### src/rtl/spx_pkg.sv
package spx_pkg;

  typedef enum logic [2:0] {
    PH_IDLE,
    PH_SYNC,
    PH_LEN,
    PH_PAY,
    PH_CRC,
    PH_ACK
  } phase_t;

  typedef enum logic [1:0] {
    ST_OK              = 2'd0,
    ST_RETRY_EXHAUSTED = 2'd1,
    ST_SYNC_TIMEOUT    = 2'd2
  } status_t;

  localparam logic [7:0] SYNC_BYTE = 8'hFF;
  localparam logic [7:0] ACK_BYTE  = 8'hA5;
  localparam logic [7:0] NACK_BYTE = 8'h5A;
  localparam logic [7:0] PAD_BYTE  = 8'h00;
  localparam logic [7:0] CRC_POLY  = 8'h07;

  // one byte through a CRC-8, MSB first
  function automatic logic [7:0] crc8_step(input logic [7:0] c, input logic [7:0] d);
    logic [7:0] r;
    r = c ^ d;
    for (int i = 0; i < 8; i++) begin
      if (r[7]) r = {r[6:0], 1'b0} ^ CRC_POLY;
      else      r = {r[6:0], 1'b0};
    end
    return r;
  endfunction

endpackage

### src/rtl/spx_byte_shifter.sv
module spx_byte_shifter #(
  parameter int HALF_DIV = 2,
  localparam int DW = (HALF_DIV > 1) ? $clog2(HALF_DIV) : 1
) (
  input  logic       clk,
  input  logic       rst,
  input  logic       go,
  input  logic [7:0] tx_byte,
  input  logic       miso,
  output logic       sclk,
  output logic       mosi,
  output logic       done,
  output logic [7:0] rx_byte,
  output logic       active
);

  logic [DW-1:0] div_cnt;
  logic [2:0]    bit_cnt;
  logic [7:0]    sh;

  always_ff @(posedge clk) begin
    if (rst) begin
      active  <= 1'b0;
      sclk    <= 1'b0;
      mosi    <= 1'b0;
      done    <= 1'b0;
      rx_byte <= '0;
      div_cnt <= '0;
      bit_cnt <= '0;
      sh      <= '0;
    end else begin
      done <= 1'b0;
      if (!active) begin
        if (go) begin
          active  <= 1'b1;
          sh      <= tx_byte;
          mosi    <= tx_byte[7];
          div_cnt <= '0;
          bit_cnt <= '0;
        end
      end else if (div_cnt != DW'(HALF_DIV - 1)) begin
        div_cnt <= div_cnt + 1'b1;
      end else begin
        div_cnt <= '0;
        if (!sclk) begin
          sclk    <= 1'b1;
          rx_byte <= {rx_byte[6:0], miso};
        end else begin
          sclk <= 1'b0;
          if (bit_cnt == 3'd7) begin
            active <= 1'b0;
            done   <= 1'b1;
          end else begin
            bit_cnt <= bit_cnt + 1'b1;
            sh      <= {sh[6:0], 1'b0};
            mosi    <= sh[6];
          end
        end
      end
    end
  end

  // data to the slave is steady whenever the clock is high
  a_r2_mosi_steady_high: assert property (@(posedge clk) disable iff (rst)
    sclk |-> $stable(mosi));

  // clock rests low between bytes
  a_r2_sclk_idle_low: assert property (@(posedge clk) disable iff (rst)
    (!active && !$past(active)) |-> !sclk);

  // a finished byte leaves the clock low
  a_r2_done_sclk_low: assert property (@(posedge clk) disable iff (rst)
    done |-> (!sclk && !active));

endmodule

### src/rtl/spx_crc8.sv
module spx_crc8
  import spx_pkg::*;
(
  input  logic       clk,
  input  logic       rst,
  input  logic       clr,
  input  logic       en,
  input  logic [7:0] din,
  output logic [7:0] crc
);

  always_ff @(posedge clk) begin
    if (rst || clr)  crc <= 8'h00;
    else if (en)     crc <= crc8_step(crc, din);
  end

endmodule

### src/rtl/spx_ram.sv
module spx_ram #(
  parameter int DEPTH = 256,
  parameter int AW    = 8
) (
  input  logic          clk,
  input  logic          we,
  input  logic [AW-1:0] waddr,
  input  logic [7:0]    wdata,
  input  logic [AW-1:0] raddr,
  output logic [7:0]    rdata
);

  logic [7:0] mem [DEPTH];

  always_ff @(posedge clk) begin
    if (we) mem[waddr] <= wdata;
    rdata <= mem[raddr];
  end

endmodule

### src/rtl/spi_pkt_engine.sv
module spi_pkt_engine
  import spx_pkg::*;
#(
  parameter int BUF_DEPTH   = 256,
  parameter int HALF_DIV    = 2,
  parameter int RETRY_LIMIT = 8,
  parameter int SYNC_LIMIT  = 256,
  localparam int AW = (BUF_DEPTH > 1) ? $clog2(BUF_DEPTH) : 1
) (
  input  logic          clk,
  input  logic          rst,
  input  logic          start,
  input  logic [7:0]    tx_len,
  input  logic          tx_wr_en,
  input  logic [AW-1:0] tx_wr_addr,
  input  logic [7:0]    tx_wr_data,
  input  logic [AW-1:0] rx_rd_addr,
  output logic [7:0]    rx_rd_data,
  output logic [7:0]    rx_len,
  output logic          done,
  output logic [1:0]    status,
  output logic          busy,
  output logic          sclk,
  output logic          mosi,
  input  logic          miso,
  output logic          cs_n
);

  localparam int RW = $clog2(RETRY_LIMIT + 1);
  localparam int SW = $clog2(SYNC_LIMIT + 1);

  phase_t        ph;
  logic          inflight, hold;
  logic [7:0]    tlen, rlen_cur, pay_n, pay_idx;
  logic [RW-1:0] retries;
  logic [SW-1:0] sync_cnt;
  logic          crc_ok;

  logic          go, sh_done, sh_active;
  logic [7:0]    tx_byte, rx_byte, tx_q, tx_crc, rx_crc, big_n;
  logic          frame_good, retry_now, crc_clr, rx_we;

  assign busy = (ph != PH_IDLE);

  // ---------------- byte shifter ----------------
  spx_byte_shifter #(.HALF_DIV(HALF_DIV)) u_shift (
    .clk(clk), .rst(rst), .go(go), .tx_byte(tx_byte), .miso(miso),
    .sclk(sclk), .mosi(mosi), .done(sh_done), .rx_byte(rx_byte), .active(sh_active)
  );

  // ---------------- buffers ----------------
  spx_ram #(.DEPTH(BUF_DEPTH), .AW(AW)) u_txbuf (
    .clk(clk), .we(tx_wr_en), .waddr(tx_wr_addr), .wdata(tx_wr_data),
    .raddr(pay_idx[AW-1:0]), .rdata(tx_q)
  );

  assign rx_we = sh_done && (ph == PH_PAY) && (pay_idx < rlen_cur)
                 && (int'(pay_idx) < BUF_DEPTH);

  spx_ram #(.DEPTH(BUF_DEPTH), .AW(AW)) u_rxbuf (
    .clk(clk), .we(rx_we), .waddr(pay_idx[AW-1:0]), .wdata(rx_byte),
    .raddr(rx_rd_addr), .rdata(rx_rd_data)
  );

  // ---------------- CRC units ----------------
  assign frame_good = crc_ok && (rx_byte == ACK_BYTE);
  assign retry_now  = sh_done && (ph == PH_ACK) && !frame_good
                      && (retries != RW'(RETRY_LIMIT));
  assign crc_clr    = ((ph == PH_IDLE) && start) || retry_now;

  spx_crc8 u_txcrc (
    .clk(clk), .rst(rst), .clr(crc_clr),
    .en(go && ((ph == PH_LEN) || (ph == PH_PAY))),
    .din(tx_byte), .crc(tx_crc)
  );

  spx_crc8 u_rxcrc (
    .clk(clk), .rst(rst), .clr(crc_clr),
    .en(sh_done && ((ph == PH_LEN) || (ph == PH_PAY))),
    .din(rx_byte), .crc(rx_crc)
  );

  // ---------------- outgoing byte select ----------------
  always_comb begin
    unique case (ph)
      PH_LEN:  tx_byte = tlen;
      PH_PAY:  tx_byte = (pay_idx < tlen) ? tx_q : PAD_BYTE;
      PH_CRC:  tx_byte = tx_crc;
      PH_ACK:  tx_byte = crc_ok ? ACK_BYTE : NACK_BYTE;
      default: tx_byte = SYNC_BYTE;
    endcase
  end

  assign go    = busy && !inflight && !hold && !sh_active;
  assign big_n = (rx_byte > tlen) ? rx_byte : tlen;

  // ---------------- phase sequencer ----------------
  always_ff @(posedge clk) begin
    if (rst) begin
      ph       <= PH_IDLE;
      inflight <= 1'b0;
      hold     <= 1'b0;
      cs_n     <= 1'b1;
      done     <= 1'b0;
      status   <= ST_OK;
      rx_len   <= '0;
      tlen     <= '0;
      rlen_cur <= '0;
      pay_n    <= '0;
      pay_idx  <= '0;
      retries  <= '0;
      sync_cnt <= '0;
      crc_ok   <= 1'b0;
    end else begin
      done <= 1'b0;
      hold <= 1'b0;
      if (go) inflight <= 1'b1;
      if (ph == PH_IDLE) begin
        if (start) begin
          ph       <= PH_SYNC;
          cs_n     <= 1'b0;
          tlen     <= tx_len;
          retries  <= '0;
          sync_cnt <= '0;
          hold     <= 1'b1;
        end
      end else if (sh_done) begin
        inflight <= 1'b0;
        hold     <= 1'b1;
        unique case (ph)
          PH_SYNC: begin
            if (rx_byte == SYNC_BYTE) begin
              ph <= PH_LEN;
            end else if (sync_cnt == SW'(SYNC_LIMIT - 1)) begin
              ph     <= PH_IDLE;
              cs_n   <= 1'b1;
              done   <= 1'b1;
              status <= ST_SYNC_TIMEOUT;
              rx_len <= '0;
            end else begin
              sync_cnt <= sync_cnt + 1'b1;
            end
          end
          PH_LEN: begin
            rlen_cur <= rx_byte;
            pay_n    <= big_n;
            pay_idx  <= '0;
            ph       <= (big_n == 8'd0) ? PH_CRC : PH_PAY;
          end
          PH_PAY: begin
            pay_idx <= pay_idx + 1'b1;
            if (pay_idx == pay_n - 8'd1) ph <= PH_CRC;
          end
          PH_CRC: begin
            crc_ok <= (rx_byte == rx_crc);
            ph     <= PH_ACK;
          end
          PH_ACK: begin
            if (frame_good || (retries == RW'(RETRY_LIMIT))) begin
              ph     <= PH_IDLE;
              cs_n   <= 1'b1;
              done   <= 1'b1;
              status <= frame_good ? ST_OK : ST_RETRY_EXHAUSTED;
              rx_len <= rlen_cur;
            end else begin
              retries  <= retries + 1'b1;
              sync_cnt <= '0;
              ph       <= PH_SYNC;
            end
          end
          default: ph <= PH_IDLE;
        endcase
      end
    end
  end

  // ---------------- assertions ----------------
  // with chip select released the clock never toggles
  a_r2_cs_high_sclk_low: assert property (@(posedge clk) disable iff (rst)
    cs_n |-> !sclk);

  // chip select held low for the whole exchange
  a_r3_cs_low_busy: assert property (@(posedge clk) disable iff (rst)
    (busy && $past(busy)) |-> !cs_n);

  // payload index stays inside the agreed byte count
  a_r5_pay_index_bound: assert property (@(posedge clk) disable iff (rst)
    (ph == PH_PAY) |-> (pay_idx < pay_n));

  // handshake byte is one of the two codes
  a_r7_handshake_code: assert property (@(posedge clk) disable iff (rst)
    (go && (ph == PH_ACK)) |-> ((tx_byte == ACK_BYTE) || (tx_byte == NACK_BYTE)));

  // retry counter never passes the limit
  a_r8_retry_bound: assert property (@(posedge clk) disable iff (rst)
    busy |-> (retries <= RW'(RETRY_LIMIT)));

  // ready-wait counter never passes the limit
  a_r9_sync_bound: assert property (@(posedge clk) disable iff (rst)
    (32'(sync_cnt) < SYNC_LIMIT));

  // done lasts one cycle
  a_r10_done_pulse: assert property (@(posedge clk) disable iff (rst)
    done |=> !done);

  // reported length moves only with done
  a_r10_rxlen_on_done: assert property (@(posedge clk) disable iff (rst)
    (rx_len != $past(rx_len)) |-> done);

  // done ends the exchange
  a_r10_done_idle: assert property (@(posedge clk) disable iff (rst)
    done |-> (!busy && cs_n));

endmodule

### config.mk
export PLATFORM = sky130hd
export DESIGN_NAME = spi_pkt_engine
export DESIGN_NICKNAME = d
export VERILOG_FILES = /design/src/rtl/spx_pkg.sv /design/src/rtl/spx_byte_shifter.sv /design/src/rtl/spx_crc8.sv /design/src/rtl/spx_ram.sv /design/src/rtl/spi_pkt_engine.sv
export SDC_FILE = /design/constraint.sdc
export NUM_CORES = 2
export LEC_CHECK = 0
export BUFFER_PORTS_ARGS = -buffer_cell sky130_fd_sc_hd__buf_4
export CAP_MARGIN = 10
export CORE_MARGIN = 2
export CORE_UTILIZATION = 35
export CTS_CLUSTER_SIZE = 25
export DETAILED_ROUTE_END_ITERATION = 12
export GPL_TIMING_DRIVEN = 0
export MAX_ROUTING_LAYER = met4
export SYNTH_ARGS = -nofsm -noshare
export SYNTH_HDL_FRONTEND = slang
export SYNTH_SLANG_ARGS = --single-unit
### constraint.sdc
create_clock -name clk -period 11.75 [get_ports clk]
set_clock_uncertainty 0.1 [all_clocks]
set_input_delay 1.7625 -clock clk [delete_from_list [all_inputs] [get_ports clk]]
set_output_delay 1.7625 -clock clk [all_outputs]
set_load 0.05 [all_outputs]
# [Yosys cells after proc, flatten, opt, wreduce, memory -nomap -nowiden]
# Memories as Yosys holds them, arrays and structs flattened. A register that Yosys moved wholly into a read port is not among the register bits.
# Cells that the tools add are included.
[word_totals] latchBits=0 mem_bits_ro=0 regBits=102 output_inout_bits=23 input_bits=37 ram_bits=4096 wordCells=254 mem_count=2
[mem_list] name="u_rxbuf.mem" words=256 width=8 rd=1 rd_clocked_by_memory_dff=1 write_ports=1 line_no="spx_ram.sv:13" rtl="logic [7:0] mem [DEPTH];"
[mem_list] name="u_txbuf.mem" words=256 width=8 rd=1 rd_clocked_by_memory_dff=1 write_ports=1 line_no="spx_ram.sv:13"
[op_classes] mux=125 n_reduce_logical=43 n_bitwise=23 n_addsub=6 n_shift=0 n_div=0 mul=0 eq_ne=28 magnitude_cmp=3
[op_table] cell="$mux 8" count=34
[op_table] cell="$mux 3" count=28
[op_table] cell="$mux 9" count=6
[op_table] cell="$not 3->3" count=16
[op_table] cell="$mux 1" count=36
[op_table] cell="$mux 7" count=5
[op_table] cell="$pmux 8 s2" count=2
[op_table] cell="$pmux 8 s4" count=1
[op_table] cell="$mux 4" count=5
[op_table] cell="$pmux 9 s2" count=1
[op_table] cell="$reduce_and 6->1" count=3
[op_table] cell="$eq 8x8->1" count=2
[op_table] cell="$eq 8x8->1 const B" count=2
[op_table] cell="$lt 8x8->1" count=2
[op_table] cell="$xor 8x8->8" count=2
[op_table] cell="$pmux 3 s5" count=1
[op_table] cell="$logic_and 1x1->1" count=12
[op_table] cell="$ne 2x2->1 const B" count=6
[op_table] cell="$ne 3x3->1 const B" count=4
[op_table] cell="$reduce_and 3->1" count=4
[op_table] cell="$reduce_and 4->1" count=3
[op_table] cell="$reduce_bool 2->1" count=5
[op_table] cell="$add 9x1->9 const B" count=1
[op_table] cell="$eq 3x3->1 const B" count=3
[op_table] cell="26 further kinds" count=44

# [Longest topological paths before layout]
[logic_depth] depth_word=34 depth_mapped=12 depth_no_buf=10

# [By module]
# From an unflattened synthesis, not the netlist that was laid out.
[unflattened] cells_unflattened=8172 hier_area_um2=165271.0
[modules_own_cells] mod="spx_ram" area_per_inst_um2=79556.3 cells_each=3733 seq_area_each_um2=61659.1 n_inst=2
[modules_own_cells] mod="spi_pkt_engine" area_per_inst_um2=4005.1 cells_each=501 seq_area_each_um2=1261.2 n_inst=1
[modules_own_cells] mod="spx_crc8" area_per_inst_um2=590.6 cells_each=55 seq_area_each_um2=160.2 n_inst=2
[modules_own_cells] mod="spx_byte_shifter" area_per_inst_um2=972.2 cells_each=95 seq_area_each_um2=460.4 n_inst=1

# [Least setup slack after synthesis]
# No wires, ideal clock.
[synth_path] path_type="register to register" from="register u_shift.rx_byte[7]" to="register pay_n[5]" t_arrival_ns=5.631 setup_time_ns=0.091 path_buffers=1 path_slack_ns=5.928 period_less_slack_ns=5.822 stages_incl_launch_ff=9 t_required_ns=11.559 cell_sequence="dfxtp_1 ha_1 and3_1 nand4_1 o21ai_0 a21oi_1 buf_1 mux2i_1 a211oi_1"
[synth_via] elab_chain_cells=2
[synth_rtl] element="start: declaration" line_no="spx_byte_shifter.sv:13" rtl="output logic [7:0] rx_byte,"
[synth_rtl] element="start signal: assignment" line_no="spx_byte_shifter.sv:47" rtl="rx_byte <= {rx_byte[6:0], miso};"
[synth_rtl] element="$gt 8x8->1" line_no="spi_pkt_engine.sv:95" rtl="assign big_n = (rx_byte > tlen) ? rx_byte : tlen;"
[synth_rtl] element="$mux 8" line_no="spi_pkt_engine.sv:95"
[synth_rtl] element="end signal: assignment" line_no="spi_pkt_engine.sv:146" rtl="pay_n <= big_n;"
[synth_rtl] element="end: declaration" line_no="spi_pkt_engine.sv:34" rtl="logic [7:0] tlen, rlen_cur, pay_n, pay_idx;"
# Every way passes these cells.
# A chain may end at the register's enable or synchronous reset.

# [Worst setup path after layout]
[layout_path] from="register pay_idx[2]" to="memory u_rxbuf.mem[253][5] (enable)"
[layout_via] elab_chain_cells=4
[layout_rtl] element="start: declaration" line_no="spi_pkt_engine.sv:34"
[layout_rtl] element="start signal: assignment" line_no="spi_pkt_engine.sv:151" rtl="pay_idx <= pay_idx + 1'b1;"
[layout_rtl] element="$lt 8x8->1" line_no="spi_pkt_engine.sv:57" rtl="assign rx_we = sh_done && (ph == PH_PAY) && (pay_idx < rlen_cur)"
[layout_rtl] element="$logic_and 1x1->1" line_no="spi_pkt_engine.sv:57"
[layout_rtl] element="$mux 1" line_no="spx_ram.sv:16" rtl="if (we) mem[waddr] <= wdata;"
[layout_rtl] element="$mux 1 (not written as such)" line_no="spx_ram.sv:16"
[layout_rtl] element="end: declaration" line_no="spx_ram.sv:13"
# Several ways; a longest one is shown, not always the timed one.

==> flow_metrics.tcl <==
set metrics [dict create \
    p_per_area_mw_per_mm2 160.9 \
    cp_max_fo 10 \
    port_buffers 52 \
    drc 0 \
    synth_area_mm2 0.1644 \
    finalMaxSlewViolations 0 \
    grt_pass1_vias 82610 \
    cts_resized 0 \
    fin_nets 8149 \
    maxCapViolations 0 \
    yosys_warnings 0 \
    rr_endpoint "u_rxbuf.mem[253][5]" \
    min_period_ns 6.440 \
    crit_type "reg2reg" \
    drtIter0Drc 12330 \
    fp.coreArea_mm2 0.4676 \
    finalSetupViolCount 0 \
    rrSetupSlack_ns 5.31 \
    startpoint_type "flip-flop" \
    cts_max_level 5 \
    worstMarginPinSlew_ns 1.354 \
    async_reset_ff_share_pct 0 \
    postLayoutCellArea_mm2 0.1892 \
    grt-ovfl-total 0 \
    p_leak_nw 57.76 \
    layout_common_cells "edfxtp_1 (4,096), mux4_2 (1,324), clkbuf_16 (420)" \
    post-route-period-util_pct 54.81 \
    status "complete, no violations" \
    wl_per_cell_um 34.34 \
    drt_first_pass_iters 7 \
    track_usage_pct 21.34 \
    start_util_pct 35.15 \
    clock-root-buffer "clkbuf_16" \
    die_y_um 689.3 \
    crit_required_ns 12.23 \
    hold_depth 2 \
    antenna_found_initial 29 \
    finalWorstSetupSlack_ns 5.310 \
    drt-total-wl_um 502300 \
    num_rows 251 \
    fillers 40470 \
    finalCoreUtilization_pct 40.47 \
    dieArea_mm2 0.4751 \
    drive_gt1_share_pct 30.31 \
    clk_latency_ns 1.01 \
    dp_slack_ns 4.684 \
    grt_pass1_wl_um 679500 \
    cts_hold_buffers 0 \
    crit_arrival_ns 6.92 \
    ios 60 \
    fmax_mhz 155.3 \
    hold_viol_final 0 \
    syn_to_final_growth_pct 15.14 \
    gp_congestion 0.9194 \
    critPathCaptureType "flip-flop" \
    yosysUniqueCellTypes 58 \
    slew_headroom_pct 9.740 \
    hold_end "rx_len[3]" \
    grt_max_degree 173 \
    synth-main-ff-cell "edfxtp_1" \
    peakVddDrop_mv 0.1387 \
    syn_avg_cell_area_um2 22.44 \
    cts_tree "built" \
    reg2reg_depth 9 \
    reg2reg_from "pay_idx[2]" \
    post_cts_buffers 0 \
    path_clk_slew_ns 0.06 \
    holdCritStartpoint "rx_len[3]" \
    synth_seq_area_share_pct 76.27 \
    synth-edff-count 4096 \
    cts_sinks 4214 \
    hold_path.class "reg2reg" \
    dieWidth_um 689.3 \
    final_common_cell "edfxtp_1" \
    dp_hpwl_um 336300 \
    cts_buffers 413 \
    p_total_w 0.03046 \
    reg_top3 "u_rxbuf.mem x2048, u_txbuf.mem x2048, sync_cnt x9" \
    vias 84010 \
    placed_cell_area_mm2 0.1751 \
    viasPerCell 5.743 \
    tns_ns 0 \
    ys_ff_latch 4214 \
    clock_path_buffers 4 \
    ant_nets 0 \
    grt_setup_unrepaired "no" \
    syn_inst 7324 \
    syn_nets 7398 \
]
==> per-layer routing <==
layer,GRT usage [%],part of all wire (%),up-vias
met5,-,0,-
met4,10.07,5.7,0
met3,5.111,10,1101
met2,33.37,48,5162
met1,26.28,37,45160
li1,-,-,32590
==> stage by stage <==
stage / instances / hold slack, ns
after floorplan: 7324 / 0.3499
after global placement: 13570 / 0.3522
final: 14630 / 0.3646
after detailed placement: 13750 / 0.3510
after CTS: 14510 / 0.3615
after global routing: 14620 / 0.3746
==> Yosys cell counts, drive strengths merged (2+ instances only) <==
master / number / area (um2)
nand3b: 6 / 45.04
nand4: 8 / 50.05
o211a: 6 / 60.06
inv: 29 / 108.9
o21bai: 2 / 15.01
a21o: 9 / 67.56
xnor3: 4 / 90.09
buf: 181 / 950.9
nor3b: 2 / 15.01
nor2: 362 / 1359
nand2: 185 / 694.4
a211o: 3 / 26.28
a31oi: 7 / 43.79
or3: 7 / 43.79
and3: 11 / 68.82
a211oi: 18 / 140.1
a221oi: 3 / 26.28
clkbuf: 269 / 1010
and2: 10 / 62.56
a32oi: 3 / 26.28
edfxtp: 4096 / 123000
a22o: 2 / 17.52
o211ai: 7 / 52.55
mux4: 1324 / 29820
nor3: 241 / 1206
and4: 3 / 26.28
nand3: 61 / 305.3
a21oi: 74 / 370.4
nor4: 23 / 143.9
nor2b: 16 / 100.1
a22oi: 34 / 255.2
o31ai: 4 / 30.03
o2111ai: 2 / 17.52
mux2: 10 / 112.6
o21ai: 26 / 130.1
o21a: 7 / 52.55
nand2b: 9 / 56.30
dfxtp: 118 / 2362
xnor2: 31 / 271.5
xor2: 28 / 245.2
o221ai: 2 / 17.52
ha: 37 / 462.9
mux2i: 29 / 290.3
o22ai: 3 / 18.77
or2: 4 / 25.02
==> report_power, final <==
part	total, W	switching (W)	internal, W
sequential	0.0164	0.0000156	0.0164
clock	0.0132	0.00575	0.00742
combinational	0.000894	0.000572	0.000322
total	0.0305	0.00633	0.0241
==> cell type report <==
class / instances / area, um2 / share of cell area [%]
timing repair buffer: 336 / 3437 / 1.816
inverter: 30 / 112.6 / 0.05950
multi-input combinational: 2630 / 37170 / 19.64
antenna: 17 / 42.54 / 0.02248
clock buffer: 514 / 11000 / 5.811
sequential: 4214 / 125400 / 66.26
clock inverter: 239 / 2257 / 1.193
buffer: 450 / 2077 / 1.098
tap: 6198 / 7755 / 4.098
==> how the worst max path moves through the flow <==
stage / start / to / slack (ns)
after floorplan: u_shift.rx_byte[7] / pay_n[5] / 5.93
after global placement: u_shift.rx_byte[1] / pay_n[5] / 1.84
after detailed placement: rx_rd_addr[1] / u_rxbuf.rdata[3] / 4.68
after CTS: pay_idx[2] / u_rxbuf.mem[255][7] / 5.21
after global routing: pay_idx[2] / u_rxbuf.mem[253][2] / 5.23
final: pay_idx[2] / u_rxbuf.mem[253][5] / 5.31
==> cell families after synthesis <==
family,after synthesis,share of synthesized area [%]
AOI/OAI and AO/OA,217,0.8595
xor gates and xnor gates,63,0.3692
adders and majority gates,37,0.2817
buffers and inverters,480,1.261
DFF,4214,76.27
muxes,1363,18.39
and+or+nand+nor,950,2.566
==> worst max-delay path, cell delays in order, from the launching register on <==
cell      delay, ns
dfxtp_1        0.42
buf_2          0.35
buf_2          0.51
buf_2          0.76
buf_2          0.79
buf_2          0.38
nand3_1        0.75
clkbuf_1       0.63
buf_8          0.31
nor3_1         0.92
Note: power is estimated with default switching activity, not from simulation.
